==> config.mk <==
export PLATFORM = sky130hd
export DESIGN_NAME = uart_idle_detect
export DESIGN_NICKNAME = d
export VERILOG_FILES = /design/src/rtl/uart_idle_pkg.sv /design/src/rtl/uart_idle_thresh.sv /design/src/rtl/uart_idle_counter.sv /design/src/rtl/uart_idle_flag.sv /design/src/rtl/uart_idle_detect.sv
export SDC_FILE = /design/constraint.sdc
export NUM_CORES = 1
export LEC_CHECK = 0
export ABC_AREA = 1
export ABC_CLOCK_PERIOD_IN_PS = 3100
export BUFFER_PORTS_ARGS = -buffer_cell sky130_fd_sc_hd__buf_2
export CORE_AREA = 3 3 85 107
export DETAILED_ROUTE_END_ITERATION = 10
export DIE_AREA = 0 0 88 110
export PLACE_DENSITY = 0.39
export SLEW_MARGIN = 20
export SYNTH_ARGS = -nofsm -noshare
export SYNTH_HDL_FRONTEND = slang
export SYNTH_SLANG_ARGS = --single-unit
==> constraint.sdc <==
create_clock -name clk -period 3.1 [get_ports clk]
set_input_delay 0.155 -clock clk [delete_from_list [all_inputs] [get_ports clk]]
set_output_delay 0.155 -clock clk [all_outputs]
set_load 0.01 [all_outputs]
==> src/rtl/uart_idle_pkg.sv <==
// Shared sizing and helper functions for the idle-line detector.
// Assumes frame formats of 7 or 8 data bits, optional parity, 1 or 2 stops.
package uart_idle_pkg;

    // Widest character time is 12 bits, times 128 characters = 1536.
    localparam int CHAR_THR_W = 11;

    // Number of bit ticks in one character for the given frame format.
    function automatic logic [3:0] char_ticks(input logic data7,
                                              input logic par_en,
                                              input logic stop2);
        logic [3:0] n;
        n = 4'd1;                              // start bit
        n = n + (data7 ? 4'd7 : 4'd8);         // data bits
        n = n + {3'd0, par_en};                // optional parity
        n = n + (stop2 ? 4'd2 : 4'd1);         // stop bits
        return n;
    endfunction

endpackage

==> src/rtl/uart_idle_thresh.sv <==
// Idle threshold selector: extended bit count when nonzero, otherwise the
// character time scaled by 2^code. Also reports which start point applies.
// Purely combinational; assumes configuration is quasi-static.
module uart_idle_thresh
    import uart_idle_pkg::*;
#(
    parameter int EXT_W = 16,
    parameter int CNT_W = 16
) (
    input  logic             cfg_data7,
    input  logic             cfg_par_en,
    input  logic             cfg_stop2,
    input  logic             cfg_idle_after_stop,
    input  logic [2:0]       cfg_idle_code,
    input  logic [EXT_W-1:0] cfg_ext_bits,
    output logic [CNT_W-1:0] thr,
    output logic             use_stop
);

    logic             ext_mode;
    logic [CNT_W-1:0] char_thr;

    // Select threshold and start point from the mode inputs.
    always_comb begin
        ext_mode = (cfg_ext_bits != '0);
        char_thr = CNT_W'(char_ticks(cfg_data7, cfg_par_en, cfg_stop2)) << cfg_idle_code;
        thr      = ext_mode ? CNT_W'(cfg_ext_bits) : char_thr;
        use_stop = ext_mode | cfg_idle_after_stop;
    end

endmodule

==> src/rtl/uart_idle_counter.sv <==
// Idle bit counter with arm state. Arms on the selected strobe, counts high
// samples at bit ticks, zeroes on a low sample, and emits a one-cycle set
// pulse when the threshold is reached. Assumes threshold is at least 1.
module uart_idle_counter #(
    parameter int CNT_W = 16
) (
    input  logic             clk,
    input  logic             rst_n,
    input  logic             rx_en,
    input  logic             rxd,
    input  logic             bit_tick,
    input  logic             start_seen,
    input  logic             stop_seen,
    input  logic             use_stop,
    input  logic [CNT_W-1:0] thr,
    output logic             set_pulse
);

    logic [CNT_W-1:0] cnt;
    logic             armed;
    logic             arm_evt;
    logic             disarm_evt;
    logic [CNT_W:0]   cnt_inc;
    logic             count_ok;

    // Decode arming events and the threshold hit.
    always_comb begin
        arm_evt    = use_stop ? stop_seen : start_seen;
        disarm_evt = use_stop & start_seen;
        cnt_inc    = {1'b0, cnt} + 1'b1;
        count_ok   = rx_en & armed & bit_tick & rxd & ~arm_evt & ~disarm_evt;
        set_pulse  = count_ok & (cnt_inc >= {1'b0, thr});
    end

    // Count and arm-state register; frozen while the receiver is disabled.
    always_ff @(posedge clk) begin
        if (!rst_n) begin
            cnt   <= '0;
            armed <= 1'b0;
        end else if (rx_en) begin
            if (arm_evt) begin
                armed <= 1'b1;
                cnt   <= '0;
            end else if (disarm_evt) begin
                armed <= 1'b0;
                cnt   <= '0;
            end else if (armed && bit_tick) begin
                if (!rxd) begin
                    cnt <= '0;
                end else if (set_pulse) begin
                    cnt   <= '0;
                    armed <= 1'b0;
                end else begin
                    cnt <= cnt_inc[CNT_W-1:0];
                end
            end
        end
    end

    AST_HOLD_WHEN_OFF: assert property (@(posedge clk) disable iff (!rst_n)
        !rx_en |=> ($stable(cnt) && $stable(armed)));
    AST_LOW_ZEROES: assert property (@(posedge clk) disable iff (!rst_n)
        (rx_en && bit_tick && !rxd) |=> (cnt == '0));
    AST_SET_DISARMS: assert property (@(posedge clk) disable iff (!rst_n)
        set_pulse |=> !armed);

endmodule

==> src/rtl/uart_idle_flag.sv <==
// Sticky idle flag with write-one-to-clear and interrupt gating.
// A set on the same edge as a clear wins.
module uart_idle_flag (
    input  logic clk,
    input  logic rst_n,
    input  logic set_pulse,
    input  logic idle_clr,
    input  logic idle_irq_en,
    output logic idle_flag,
    output logic idle_irq
);

    // Sticky flag register: set has priority over clear.
    always_ff @(posedge clk) begin
        if (!rst_n) begin
            idle_flag <= 1'b0;
        end else if (set_pulse) begin
            idle_flag <= 1'b1;
        end else if (idle_clr) begin
            idle_flag <= 1'b0;
        end
    end

    // Interrupt request gated by the enable.
    assign idle_irq = idle_flag & idle_irq_en;

    AST_FLAG_STICKY: assert property (@(posedge clk) disable iff (!rst_n)
        (idle_flag && !idle_clr) |=> idle_flag);
    AST_CLEAR_DROPS: assert property (@(posedge clk) disable iff (!rst_n)
        (idle_clr && !set_pulse) |=> !idle_flag);
    AST_SET_RAISES: assert property (@(posedge clk) disable iff (!rst_n)
        set_pulse |=> idle_flag);

endmodule

==> src/rtl/uart_idle_detect.sv <==
// UART receive idle-line detector top. Combines threshold selection, the idle
// counter and the sticky flag. Character reception happens elsewhere and is
// seen only through the start and stop strobes.
module uart_idle_detect
    import uart_idle_pkg::*;
#(
    parameter int EXT_W = 16
) (
    input  logic             clk,
    input  logic             rst_n,
    input  logic             rx_en,
    input  logic             rxd,
    input  logic             bit_tick,
    input  logic             start_seen,
    input  logic             stop_seen,
    input  logic             cfg_data7,
    input  logic             cfg_par_en,
    input  logic             cfg_stop2,
    input  logic             cfg_idle_after_stop,
    input  logic [2:0]       cfg_idle_code,
    input  logic [EXT_W-1:0] cfg_ext_bits,
    input  logic             idle_clr,
    input  logic             idle_irq_en,
    output logic             idle_flag,
    output logic             idle_irq
);

    localparam int CNT_W = (EXT_W > CHAR_THR_W) ? EXT_W : CHAR_THR_W;

    logic [CNT_W-1:0] thr;
    logic             use_stop;
    logic             set_pulse;

    uart_idle_thresh #(.EXT_W(EXT_W), .CNT_W(CNT_W)) u_thr (
        .cfg_data7           (cfg_data7),
        .cfg_par_en          (cfg_par_en),
        .cfg_stop2           (cfg_stop2),
        .cfg_idle_after_stop (cfg_idle_after_stop),
        .cfg_idle_code       (cfg_idle_code),
        .cfg_ext_bits        (cfg_ext_bits),
        .thr                 (thr),
        .use_stop            (use_stop)
    );

    uart_idle_counter #(.CNT_W(CNT_W)) u_cnt (
        .clk        (clk),
        .rst_n      (rst_n),
        .rx_en      (rx_en),
        .rxd        (rxd),
        .bit_tick   (bit_tick),
        .start_seen (start_seen),
        .stop_seen  (stop_seen),
        .use_stop   (use_stop),
        .thr        (thr),
        .set_pulse  (set_pulse)
    );

    uart_idle_flag u_flag (
        .clk         (clk),
        .rst_n       (rst_n),
        .set_pulse   (set_pulse),
        .idle_clr    (idle_clr),
        .idle_irq_en (idle_irq_en),
        .idle_flag   (idle_flag),
        .idle_irq    (idle_irq)
    );

    AST_IRQ_NEEDS_EN: assert property (@(posedge clk) disable iff (!rst_n)
        !idle_irq_en |-> !idle_irq);

endmodule

After elaboration in Yosys (flattened, before gate mapping)
Cells that the tools add are included.
- flip-flop bits (word level): 18
- latch bits: 0
- RAM bits: 0
- ROM bits: 0
- input bits: 32
- output and inout port bits: 2
- word-level logic and storage cells: 44
- memories: 0
- add/subtract/negate cells: 4
- multipliers: 0
- divide/modulo/power cells: 0
- $lt $le $gt $ge: 1
- eq/ne operators: 0
- shifts and indexed selects: 1
- muxes and demuxes: 16
- bitwise operators: 11
- reduce and logical (&&, ||, !) cells: 8
- operator list (kind ; number):
    16-bit 2-to-1 mux ; 6
    16-bit by 1-bit adder with 17-bit output (second input constant) ; 1
    17-bit by 16-bit >= comparator with 1-bit output ; 1
    16-bit nonzero test ; 1
    4-bit by 3-bit left shift with 16-bit output ; 1
    3-bit nonzero test ; 3
    1-bit AND ; 8
    1-bit 2-to-1 mux ; 8
    1-bit by 4-bit adder with 4-bit output (first input constant) ; 1
    4-bit by 1-bit adder with 4-bit output ; 1
    4-bit adder ; 1
    4-bit 2-to-1 mux ; 1
    4-bit AND reduction ; 1
    2-bit 2-to-1 mux ; 1
    1-bit NOT ; 2
    2-bit AND reduction ; 1
    2-bit nonzero test ; 1
    1-bit logical AND ; 1
    1-bit bitwise OR ; 1

Depth between registers and ports, before layout
- depth in word-level cells: 13
- depth in mapped cells: 25
- mapped depth without buffers: 25

Cells and area by module
From an unflattened synthesis, not the netlist that was laid out.
- cells, all modules: 337
- area total of the unflattened synthesis: 2038.2 um^2
- modules (own cells, without submodules) (module ; times used ; cells each ; area each (um^2) ; seq. area each (um^2)):
    uart_idle_counter ; 1 ; 229 ; 1481.4 ; 340.3
    uart_idle_thresh ; 1 ; 100 ; 505.5 ; 0.0
    uart_idle_flag ; 1 ; 8 ; 51.3 ; 20.0

Worst setup path after synthesis
OpenSTA, ideal clock, no wires.
- kind: input to register
- from: input port cfg_stop2
- to: register u_cnt.cnt[12]
- library setup time: 0.071 ns
- arrival: 2.592 ns
- data required time: 3.029 ns
- setup slack: 0.437 ns
- stages on the path: 22
- path buffers: 1
- cell sequence: inv_1 > ha_1 > inv_1 > ha_1 > ha_1 > nand2_1 > o21ai_0 > or2_2 > nand2_1 > nand2_1 > o221ai_1 > ha_1 > nand2_1 > nor2_1 > nand3_1 > nor2_1 > nor2_1 > nand3_2 > inv_2 > buf_6 > nand3_2 > a21oi_2
- longest elaborated chain between the ends: 11
- RTL lines (item ; line ; source):
    from (decl) ; uart_idle_detect.sv:18 ; input logic cfg_stop2,
    2-bit 2-to-1 mux ; uart_idle_pkg.sv:16 ; n = n + (stop2 ? 4'd2 : 4'd1);
    4-bit adder ; uart_idle_pkg.sv:16 ;
    4-bit by 3-bit left shift with 16-bit output ; uart_idle_thresh.sv:26 ; char_thr = CNT_W'(char_ticks(cfg_data7, cfg_par_en, cfg_stop2)) << cfg_idle_code;
    16-bit 2-to-1 mux ; uart_idle_thresh.sv:27 ; thr = ext_mode ? CNT_W'(cfg_ext_bits) : char_thr;
    17-bit by 16-bit >= comparator with 1-bit output ; uart_idle_counter.sv:32 ; set_pulse = count_ok & (cnt_inc >= {1'b0, thr});
    1-bit AND ; uart_idle_counter.sv:32 ;
    16-bit 2-to-1 mux ; uart_idle_counter.sv:50 ; end else if (set_pulse) begin
    16-bit 2-to-1 mux ; uart_idle_counter.sv:48 ; if (!rxd) begin
    16-bit 2-to-1 mux ; uart_idle_counter.sv:47 ; end else if (armed && bit_tick) begin
    16-bit 2-to-1 mux ; uart_idle_counter.sv:44 ; end else if (disarm_evt) begin
    16-bit 2-to-1 mux ; uart_idle_counter.sv:41 ; if (arm_evt) begin
    to (signal assigned) ; uart_idle_counter.sv:54 ; cnt <= cnt_inc[CNT_W-1:0];
    to (decl) ; uart_idle_counter.sv:19 ; logic [CNT_W-1:0] cnt;
Every way passes these cells. The select of a mux whose other input is x is not followed.
A chain may end at the register's enable or synchronous reset.

Worst setup path after layout
- from: input port cfg_stop2
- to: register u_cnt.cnt[15]
Same word-level chain as after synthesis.

==> flow_summary.yaml <==
synthesis:
  synthFlopType: "dfxtp_1"
  syn_nets: 351
  ys_ff_latch: 18
  ys_async_sr_fraction_pct: 0
  netlist_instances: 297
  avgSynthCellArea_um2: 6.80
  ys_warn_count: 0
  ys_seq_area_share_pct: 17.8
  synth_cell_types: 36
  syn_area_um2: 2020
  synth_edf_count: 0
finish:
  final_nets: 387
  fin_cells: 429
  n_antenna_cell: 0
  fin_util_pct: 28.6
  area_growth_pct: 15.9
  final_common_cell: "nand2_1"
  layout_common_cells: "nand2_1, inv_1, buf_2, nor2_1"
  postLayoutCellArea_um2: 2340
  drive_gt1_share_pct: 24.7
global_routing:
  globalRouteTotalUtil_pct: 11.5
  antenna_found_initial: 0
  grt_pass1_vias: 1852
  overflow: 0
  grt_max_degree: 16
  grt_pass1_wl_mm: 8.71
clock_network:
  htree_num_levels: 1
  cts_buffers: 3
  cts_tree: "yes"
  clk_path_buf_depth: 2
  clk_latency_ps: 260
  post-cts-setup-buffer-count: 0
  clk_pin_slew_ps: 80
  clockRootBuffer: "clkbuf_8"
  holdBufCountCts: 0
  post_cts_resized: 0
  numClockSinks: 18
worst_setup_path:
  critical_path_class: "input pin to register"
  critical-path-max-stage-delay_ps: 290
  end_kind: "register"
  path_common_cell: "nand2_1"
  cp_num_cells: 22
  worstRegToRegCells: 16
  required_ps: 3280
  worstPathArrival_ps: 2900
  r2r_start: "u_cnt.cnt[1]$_SDFFE_PN0P_"
  rr_endpoint: "u_cnt.cnt[15]$_SDFFE_PN0P_"
  cpMaxStageDelayCell: "ha_1"
  ff2ff_setup_slack_ps: 400
  path_cells: "buf_2, inv_1, ha_1, inv_1, ha_1, ha_1, nand2_1, o21ai_0, or2_2, a31oi_1, ha_1, nand2_1, nand2_1, nand2_1, nand2_1, nand2_1, nand3_1, nand2_1, nand3_2, inv_4, nand3_1, a21oi_1"
  critPathBufInv: 4
  crit_family: "adder cells"
  cp-start-kind: "input pin"
  critPathMaxFanout: 13
power_and_ir_drop:
  p_leak_nw: 1.14
  cellPowerDensity_nw_per_um2: 238
  ir_worst_vdd_v: 0.000114
  power_mw: 0.558
timing:
  tns_ps: 0
  slew_headroom_pct: 58.1
  finalSetupViolations: 0
  worstMarginPinSlew_ps: 627
  finalCritPeriodShare_pct: 87.6
  fin_crit_ps: 2710
  rsz0062_at_grt: "false"
  hold_violations: 0
  fmax_mhz: 368
  finClkSkew_ps: 2.87
  drv_slew: 0
placement:
  placedCellCount: 425
  place_area_um2: 2280
  routabilityCongestion: 0.742
  hpwl_mm: 4.34
  portBuffers: 33
drt:
  post_drt_wl_per_cell_um: 12.2
  viasPerCell: 4.43
  drtIter0Drc: 32
  antenna_left: 0
  firstDrtPassIters: 4
  num_vias: 1901
  drc_errors: 0
  routed_wl_mm: 5.25
floorplanning:
  die-area_um2: 9680
  initial_utilization_pct: 24.7
  ios: 34
  core_region_area_um2: 8190
  fp.dieW_um: 88
  die_y_um: 110
  rows: 37
min_path:
  hold_path.class: "input pin to register"
  hold-path-endpoint: "u_flag.idle_flag$_SDFFE_PN0P_"
  min_from: "idle_clr"
  holdPathStages: 4
run_status:
  status: "complete, no violations"
job:
  cap_violations: 0
-- how the worst max path moves through the flow --
stage	from	endpoint	slack, ps
after global routing	cfg_stop2	u_cnt.cnt[15]$_SDFFE_PN0P_	50
after global placement	cfg_stop2	u_cnt.cnt[4]$_SDFFE_PN0P_	30
after CTS	cfg_stop2	u_cnt.cnt[15]$_SDFFE_PN0P_	270
after detailed placement	cfg_stop2	u_cnt.cnt[15]$_SDFFE_PN0P_	9
final	cfg_stop2	u_cnt.cnt[15]$_SDFFE_PN0P_	390
after floorplan	cfg_stop2	u_cnt.cnt[12]$_SDFFE_PN0P_	440
-- tightest hold or removal path: stages --
cell,delay [ps]
buf_2,70
inv_1,30
nand2_1,40
a21oi_1,50
-- where the power goes --
group | internal, mW | total [mW] | switching [mW]
Sequential | 0.235 | 0.238 | 0.00357
Clock | 0.113 | 0.201 | 0.0883
Combinational | 0.0466 | 0.118 | 0.0714
Total | 0.394 | 0.558 | 0.163
-- cell families after synthesis --
family,share of synthesized area (%)
and+or+nand+nor,38.6
buffers and inverters,10.1
AOI/OAI and AO/OA,13.5
adders and majority gates,13.6
DFF,17.8
xor gates and xnor gates,6.38
-- Yosys cell counts (3+ instances only) --
cell type | count | share of area, %
nand3_1 | 22 | 5.4
ha_1 | 22 | 14
nand2_2 | 6 | 1.9
o21ai_0 | 8 | 2.0
nor2_4 | 3 | 1.7
nand3_2 | 12 | 5.9
nand2_1 | 65 | 12
a21oi_1 | 19 | 4.7
xor2_1 | 8 | 3.5
inv_1 | 40 | 7.4
dfxtp_1 | 18 | 18
a21oi_2 | 9 | 3.9
xnor2_1 | 3 | 1.3
nor2_2 | 4 | 1.2
nor2_1 | 32 | 5.9
-- per-layer routing --
layer / vias to the layer above / global-route usage [%] / wire length, µm / part of all wire [%]
met1: 843 / 13.4 / 2280 / 43
met3: 6 / 2.23 / 123 / 2.3
li1: 1032 / - / - / -
met2: 20 / 21.4 / 2770 / 53
met5: - / 0 / 0 / 0
met4: 0 / 2.41 / 78 / 1.5
-- sequential cells by signal, indices dropped and copies added (netlist names) --
| name | count |
|---|---|
| u_cnt.cnt | 16 |
| u_cnt.armed | 1 |
| u_flag.idle_flag | 1 |
-- cell type report --
class / instances / area (µm²)
Timing Repair Buffer: 36 / 188
Sequential cell: 18 / 360
Multi-Input combinational cell: 232 / 1460
Inverter: 42 / 160
Clock buffer: 4 / 55.1
Tap cell: 97 / 121
Fill cell: 932 / 5850
-- metrics by stage --
step | hold slack [ps] | worst slack, ps
6_report | 140 | 385
5_1_grt | 146 | 53.3
4_1_cts | 133 | 269
3_5_place_dp | 420 | 8.95
3_3_place_gp | 413 | 27.7
2_1_floorplan | 276 | 437
Note: power is estimated with default switching activity, not from simulation.
